$ cat src/rtl/adc_host_pkg.sv
`timescale 1ns/1ps
package adc_host_pkg;

    typedef enum logic [2:0] {
        ST_IDLE,
        ST_CONVERT,
        ST_WAIT_FALL,
        ST_WAIT_RISE,
        ST_READ_HI,
        ST_READ_LO,
        ST_DONE
    } ctl_state_e;

    typedef struct packed {
        logic cs_n;
        logic rc;
        logic bsel;
    } pin_drive_t;

    localparam pin_drive_t PINS_QUIET = '{cs_n: 1'b1, rc: 1'b1, bsel: 1'b0};

    function automatic pin_drive_t pins_for(input ctl_state_e s);
        pin_drive_t p;
        p = PINS_QUIET;
        unique case (s)
            ST_CONVERT: begin
                p.cs_n = 1'b0;
                p.rc   = 1'b0;
            end
            ST_READ_HI: begin
                p.cs_n = 1'b0;
                p.rc   = 1'b1;
            end
            ST_READ_LO: begin
                p.cs_n = 1'b0;
                p.rc   = 1'b1;
                p.bsel = 1'b1;
            end
            default: p = PINS_QUIET;
        endcase
        return p;
    endfunction

endpackage

$ cat src/rtl/adc_host_sync.sv
`timescale 1ns/1ps
module adc_host_sync #(
    parameter int   STAGES  = 2,
    parameter logic RST_VAL = 1'b1
) (
    input  logic clk,
    input  logic rst_n,
    input  logic d_i,
    output logic q_o
);
    logic [STAGES-1:0] chain_q;

    always_ff @(posedge clk or negedge rst_n) begin
        if (!rst_n) begin
            chain_q <= {STAGES{RST_VAL}};
        end else begin
            chain_q <= {chain_q[STAGES-2:0], d_i};
        end
    end

    assign q_o = chain_q[STAGES-1];

endmodule

$ cat src/rtl/adc_host_tick.sv
`timescale 1ns/1ps
module adc_host_tick #(
    parameter int W = 4
) (
    input  logic         clk,
    input  logic         rst_n,
    input  logic         clr_i,
    input  logic         en_i,
    input  logic [W-1:0] limit_i,
    output logic         hit_o
);
    logic [W-1:0] cnt_q;

    assign hit_o = (cnt_q == limit_i - W'(1));

    always_ff @(posedge clk or negedge rst_n) begin
        if (!rst_n) begin
            cnt_q <= '0;
        end else if (clr_i) begin
            cnt_q <= '0;
        end else if (en_i && !hit_o) begin
            cnt_q <= cnt_q + W'(1);
        end
    end

    // The count saturates at its terminal value and never runs past it.
    assert_tick_in_range_R10: assert property (@(posedge clk) disable iff (!rst_n)
        (limit_i != '0) |-> (cnt_q < limit_i));

endmodule

$ cat src/rtl/adc_host_assemble.sv
`timescale 1ns/1ps
module adc_host_assemble #(
    parameter int BUS_W = 16,
    parameter int RES_W = 12
) (
    input  logic             clk,
    input  logic             rst_n,
    input  logic             cap_word_i,
    input  logic             cap_hi_i,
    input  logic             cap_lo_i,
    input  logic [BUS_W-1:0] bus_i,
    output logic [RES_W-1:0] sample_o
);
    localparam int BYTE_W = 8;
    localparam int LO_W   = RES_W - BYTE_W;

    logic [BYTE_W-1:0] hi_q;
    logic [RES_W-1:0]  sample_q;

    always_ff @(posedge clk or negedge rst_n) begin
        if (!rst_n) begin
            hi_q     <= '0;
            sample_q <= '0;
        end else begin
            if (cap_word_i) begin
                sample_q <= bus_i[BUS_W-1 -: RES_W];
            end
            if (cap_hi_i) begin
                hi_q <= bus_i[BUS_W-1 -: BYTE_W];
            end
            if (cap_lo_i) begin
                sample_q <= {hi_q, bus_i[BUS_W-1 -: LO_W]};
            end
        end
    end

    assign sample_o = sample_q;

    // At most one capture source is active in any cycle.
    assert_one_capture_R6: assert property (@(posedge clk) disable iff (!rst_n)
        $onehot0({cap_word_i, cap_hi_i, cap_lo_i}));

endmodule

$ cat src/rtl/adc_par_host.sv
`timescale 1ns/1ps
module adc_par_host
    import adc_host_pkg::*;
#(
    parameter int PULSE_W     = 2,
    parameter int SETUP_W     = 2,
    parameter int TIMEOUT_CYC = 1024,
    parameter int BUS_W       = 16,
    parameter int RES_W       = 12,
    parameter int SYNC_STAGES = 2
) (
    input  logic             clk,
    input  logic             rst_n,
    input  logic             start_i,
    input  logic             free_run_i,
    input  logic             byte_mode_i,
    input  logic             busy_n_i,
    input  logic [BUS_W-1:0] bus_i,
    output logic             cs_n_o,
    output logic             rc_o,
    output logic             byte_sel_o,
    output logic [RES_W-1:0] sample_o,
    output logic             sample_valid_o,
    output logic             timeout_o
);
    localparam int PH_MAX = (PULSE_W > SETUP_W) ? PULSE_W : SETUP_W;
    localparam int PH_W   = $clog2(PH_MAX + 1);
    localparam int TO_W   = $clog2(TIMEOUT_CYC + 1);

    ctl_state_e state_q, state_nxt;
    logic       ready_s;
    logic       mode_q;
    logic       timeout_q;
    logic       valid_q;
    pin_drive_t pins_q;

    logic            ph_hit, ph_clr, ph_en;
    logic [PH_W-1:0] ph_limit;
    logic            to_hit, to_clr, to_en;
    logic            accept;
    logic            cap_word, cap_hi, cap_lo;
    logic            waiting;

    adc_host_sync #(.STAGES(SYNC_STAGES), .RST_VAL(1'b1)) u_sync (
        .clk   (clk),
        .rst_n (rst_n),
        .d_i   (busy_n_i),
        .q_o   (ready_s)
    );

    assign ph_limit = (state_q == ST_CONVERT) ? PH_W'(PULSE_W) : PH_W'(SETUP_W);
    assign ph_en    = (state_q == ST_CONVERT) || (state_q == ST_READ_HI) || (state_q == ST_READ_LO);
    assign ph_clr   = (state_nxt != state_q);

    adc_host_tick #(.W(PH_W)) u_phase (
        .clk     (clk),
        .rst_n   (rst_n),
        .clr_i   (ph_clr),
        .en_i    (ph_en),
        .limit_i (ph_limit),
        .hit_o   (ph_hit)
    );

    assign waiting = (state_q == ST_WAIT_FALL) || (state_q == ST_WAIT_RISE);
    assign to_clr  = (state_q == ST_CONVERT);
    assign to_en   = waiting;

    adc_host_tick #(.W(TO_W)) u_timeout (
        .clk     (clk),
        .rst_n   (rst_n),
        .clr_i   (to_clr),
        .en_i    (to_en),
        .limit_i (TO_W'(TIMEOUT_CYC)),
        .hit_o   (to_hit)
    );

    assign accept = (state_q == ST_IDLE) && (start_i || free_run_i);

    // Next-state logic
    always_comb begin
        state_nxt = state_q;
        unique case (state_q)
            ST_IDLE: begin
                if (start_i || free_run_i) state_nxt = ST_CONVERT;
            end
            ST_CONVERT: begin
                if (ph_hit) state_nxt = ST_WAIT_FALL;
            end
            ST_WAIT_FALL: begin
                if (to_hit)        state_nxt = ST_IDLE;
                else if (!ready_s) state_nxt = ST_WAIT_RISE;
            end
            ST_WAIT_RISE: begin
                if (to_hit)       state_nxt = ST_IDLE;
                else if (ready_s) state_nxt = ST_READ_HI;
            end
            ST_READ_HI: begin
                if (ph_hit) state_nxt = mode_q ? ST_READ_LO : ST_DONE;
            end
            ST_READ_LO: begin
                if (ph_hit) state_nxt = ST_DONE;
            end
            ST_DONE: begin
                state_nxt = ST_IDLE;
            end
            default: state_nxt = ST_IDLE;
        endcase
    end

    // State register
    always_ff @(posedge clk or negedge rst_n) begin
        if (!rst_n) begin
            state_q <= ST_IDLE;
        end else begin
            state_q <= state_nxt;
        end
    end

    assign cap_word = (state_q == ST_READ_HI) && ph_hit && !mode_q;
    assign cap_hi   = (state_q == ST_READ_HI) && ph_hit &&  mode_q;
    assign cap_lo   = (state_q == ST_READ_LO) && ph_hit;

    adc_host_assemble #(.BUS_W(BUS_W), .RES_W(RES_W)) u_asm (
        .clk        (clk),
        .rst_n      (rst_n),
        .cap_word_i (cap_word),
        .cap_hi_i   (cap_hi),
        .cap_lo_i   (cap_lo),
        .bus_i      (bus_i),
        .sample_o   (sample_o)
    );

    // Output and flag register
    always_ff @(posedge clk or negedge rst_n) begin
        if (!rst_n) begin
            pins_q    <= PINS_QUIET;
            valid_q   <= 1'b0;
            timeout_q <= 1'b0;
            mode_q    <= 1'b0;
        end else begin
            pins_q  <= pins_for(state_nxt);
            valid_q <= (state_nxt == ST_DONE);
            if (accept) begin
                mode_q    <= byte_mode_i;
                timeout_q <= 1'b0;
            end else if (waiting && to_hit) begin
                timeout_q <= 1'b1;
            end
        end
    end

    assign cs_n_o         = pins_q.cs_n;
    assign rc_o           = pins_q.rc;
    assign byte_sel_o     = pins_q.bsel;
    assign sample_valid_o = valid_q;
    assign timeout_o      = timeout_q;

    assert_sel_high_at_ready_R3: assert property (@(posedge clk) disable iff (!rst_n)
        $rose(busy_n_i) |-> (cs_n_o || rc_o));

    assert_read_after_ready_R4: assert property (@(posedge clk) disable iff (!rst_n)
        ($fell(cs_n_o) && rc_o) |-> ready_s);

    assert_bsel_in_read_R6: assert property (@(posedge clk) disable iff (!rst_n)
        byte_sel_o |-> (!cs_n_o && rc_o));

    assert_valid_single_R7: assert property (@(posedge clk) disable iff (!rst_n)
        sample_valid_o |=> !sample_valid_o);

    assert_start_from_idle_R8: assert property (@(posedge clk) disable iff (!rst_n)
        ($fell(rc_o) && !cs_n_o) |-> ($past(state_q) == ST_IDLE));

    assert_timeout_quiet_R10: assert property (@(posedge clk) disable iff (!rst_n)
        $rose(timeout_o) |-> (cs_n_o && rc_o));

endmodule

$ cat config.mk
export PLATFORM = sky130hd
export DESIGN_NAME = adc_par_host
export DESIGN_NICKNAME = d
export VERILOG_FILES = /design/src/rtl/adc_host_pkg.sv /design/src/rtl/adc_host_sync.sv /design/src/rtl/adc_host_tick.sv /design/src/rtl/adc_host_assemble.sv /design/src/rtl/adc_par_host.sv
export SDC_FILE = /design/constraint.sdc
export NUM_CORES = 1
export LEC_CHECK = 0
export BUFFER_PORTS_ARGS = -buffer_cell sky130_fd_sc_hd__buf_2
export CAP_MARGIN = 25
export CORE_MARGIN = 2
export CORE_UTILIZATION = 55
export CTS_CLUSTER_SIZE = 25
export DETAILED_ROUTE_END_ITERATION = 10
export PLACE_DENSITY_LB_ADDON = 0.05
export SLEW_MARGIN = 20
export SYNTH_ARGS = -nofsm -noshare
export SYNTH_HDL_FRONTEND = slang
export SYNTH_SLANG_ARGS = --single-unit
$ cat constraint.sdc
create_clock -name clk -period 3.7 [get_ports clk]
set_input_delay 0 -clock clk [delete_from_list [all_inputs] [get_ports clk]]
set_output_delay 0 -clock clk [all_outputs]
set_load 0.02 [all_outputs]
==> metrics.txt <==
outcome=finished, final reports clean; worst hold slack=15.0 ps; fin cells=286; count leader, synth=dfrtp_1; DR pass1 iterations=4; vias in the first global route=1508; Post-CTS Setup Bufs=0; Netlist Area Pre-Place=0.00212 mm²; max_cap viols=0; clock-pin slew on the worst setup and hold paths=80 ps; Pins Over Slew Limit=0; top routing layer in use=met4; Post-CTS Resized=0; area grow syn2layout=18.0%; PnR Total Power=0.00167 W; hold_sp=bus_i[6]; global-route wire length before repair=6.81 mm; slew margin rel.=43.2%; wl on met1=1.89 mm; Antenna Nets Post-Route=0; core area=0.00369 mm²; DR WL/cell=14.2 µm; CP Max Fanout=12; fin crit share=54.4%; EDFF count, synth=0; Mapped Cells=193; Min-Delay Path Class=in -> reg; Num CTS Buffers=5; GRT Total Usage=20.9%; arrival time worst endpoint=2160 ps; Routed Wire Length=4.05 mm; Yosys reg bits=44; Slew @ Worst Pin=851 ps; Top Ports=39; Syn Area/Cell=11.0 µm²; worst IR drop on VDD=0.000365 V; PortBufs=34; Die Y=66.0 µm; CP max-delay cell=nand2_1; RSZ-0062 raised after global routing=no; Yosys top cell by area=dfrtp_1; worst stage delay on the critical path=530 ps; vias per cell=5.36; crit path from=u_phase.cnt_q[0]$_DFFE_PN0P_; Crit Reg-Reg Startpoint=u_phase.cnt_q[0]$_DFFE_PN0P_; proportion of layout cells with a drive suffix above 1=29.0%; initial antenna violation count=0; setup violators final=0; Layout Utilization=67.7%; H-Tree Depth=2; Synth Warn #=0; die width=66.0 µm; drt drc=0; worst reg2reg setup slack=1690 ps; largest net degree at the start of global routing=45; Initial Util=57.4%; DIE AREA=0.00436 mm²; Sum Neg Setup Slack=0 ps; synth unique cells=43; post-detail-place hpwl=2.81 mm; Mapped Nets=217; WL met2=1.94 mm; Worst-Skew Late Latency=290 ps; maximum clock rate=497 MHz; commonest cells in the netlist=40 x dfrtp_1, 26 x nor2_1, 20 x a21oi_1; Root Buffer=clkbuf_8; Worst setup EP type=register; WP buf/inv=0; Final min period=2010 ps; Clock Skew=9.97 ps; top-area cell type share of the netlist area=47.3%; endpoints failing hold=0; Hold Buf Count CTS=11; vias=1533; CTS tree=yes; CP delay by family, top=simple AND/OR/NAND/NOR gates; Post-synth ARST share=100%; clock sink total=44; CP startpoint kind=register; crit-path cells=ha_1 > and3b_1 > nand2_1 > mux2i_1 > a21oi_1; WS Path Type=reg -> reg; Congestion Overflow GR=0; dpl cells=267; Synth Flop Type=dfrtp_1; starting DRC count in detailed routing=99; GP Congestion=0.826; top cells by area, synth=dfrtp_1 47%, mux2i_1 6.1%, dfstp_2 5.0%; DR WL met3=161 µm; Clock Tree Buf Depth=2; Worst Path Required=3840 ps; PwrDens=670 mW/mm²; nets=262; # diodes=0; std cell rows=22; Static Leak=1.21 nW; sequential area share after synthesis=52.2%
==> layer usage <==
metal,vias to the layer above,track usage (%)
met1,733,26.1
met5,-,0
met2,28,35.2
met3,6,5.79
li1,766,-
met4,0,6.63
==> cells in the final DEF, fill, tap and decap left out, types with 2 or more instances in the layout <==
master,netlist,layout
dfrtp_1,40,40
buf_2,1,34
nor2_1,26,26
a21oi_1,20,20
nand2_1,14,14
mux2i_1,13,13
dlygate4sd3_1,0,11
mux2_2,9,9
o21ai_0,8,8
nand3_1,5,5
clkbuf_8,0,5
nand4_1,4,4
dfstp_2,4,4
inv_1,3,3
nand2b_1,3,3
xor2_1,3,3
nand3b_1,2,2
and3b_1,2,2
and3_2,2,2
a211oi_2,2,2
nor3_1,2,2
o211a_1,2,2
ha_1,2,2
==> final timing paths <==
kind	to	depth (start not counted)
setup / recovery	u_asm.sample_o[1]$_DFFE_PN0P_	5
hold / removal	u_asm.sample_o[2]$_DFFE_PN0P_	3
setup reg to reg	u_asm.sample_o[1]$_DFFE_PN0P_	5
hold reg to reg	u_sync.chain_q[1]$_DFF_PN1_	0
max in group asynchronous	u_sync.chain_q[0]$_DFF_PN1_	3
min in group asynchronous	state_q[0]$_DFF_PN0_	2
==> final cells by class <==
| class | count | area, µm² |
|---|---|---|
| clock inverter | 2 | 12.5 |
| fill | 310 | 1190 |
| multi-input combinational | 138 | 931 |
| timing repair buffer | 46 | 308 |
| clock buffer | 5 | 68.8 |
| tap | 48 | 60.1 |
| inverter | 3 | 11.3 |
| sequential | 44 | 1110 |
==> flip-flops by register name, indices dropped and copies added (netlist names) <==
| signal | count |
|---|---|
| timeout_o | 1 |
| sample_valid_o | 1 |
| cs_n_o | 1 |
| byte_sel_o | 1 |
| u_phase.cnt_q | 2 |
| u_asm.hi_q | 8 |
| mode_q | 1 |
| state_q | 3 |
| u_sync.chain_q | 2 |
| rc_o | 1 |
| u_timeout.cnt_q | 11 |
| u_asm.sample_o | 12 |
==> report_power, final <==
part           internal, W  switching, W  total, W
Combinational     0.000264      0.000380  0.000645
Clock             0.000128      0.000158  0.000286
Sequential        0.000627      0.000115  0.000742
==> kinds of logic (layout without fill, tap and decap cells) <==
group | after synthesis | in the layout | share of synthesized area [%]
compound gates | 38 | 38 | 11.6
xor+xnor | 4 | 4 | 1.66
fa+ha+maj | 2 | 2 | 1.18
buf+inv | 11 | 56 | 3.78
flops | 44 | 44 | 52.2
mux | 22 | 22 | 10.9
simple gates | 72 | 72 | 18.6
==> metrics by stage <==
stage          setup WS [ps]  area (µm²)
2_1_floorplan           2140        2120
3_3_place_gp            1740        2280
3_5_place_dp            1730        2280
4_1_cts                 1720        2470
5_1_grt                 1470        2500
6_report                1690        2500
==> worst min-delay path: cells and delay by family <==
kind                   cells  cell delay [ps]
buffers and inverters      1               70
AOI/OAI and AO/OA          1              140
muxes                      1               50
No activity file was read; power rests on OpenSTA's default activity.
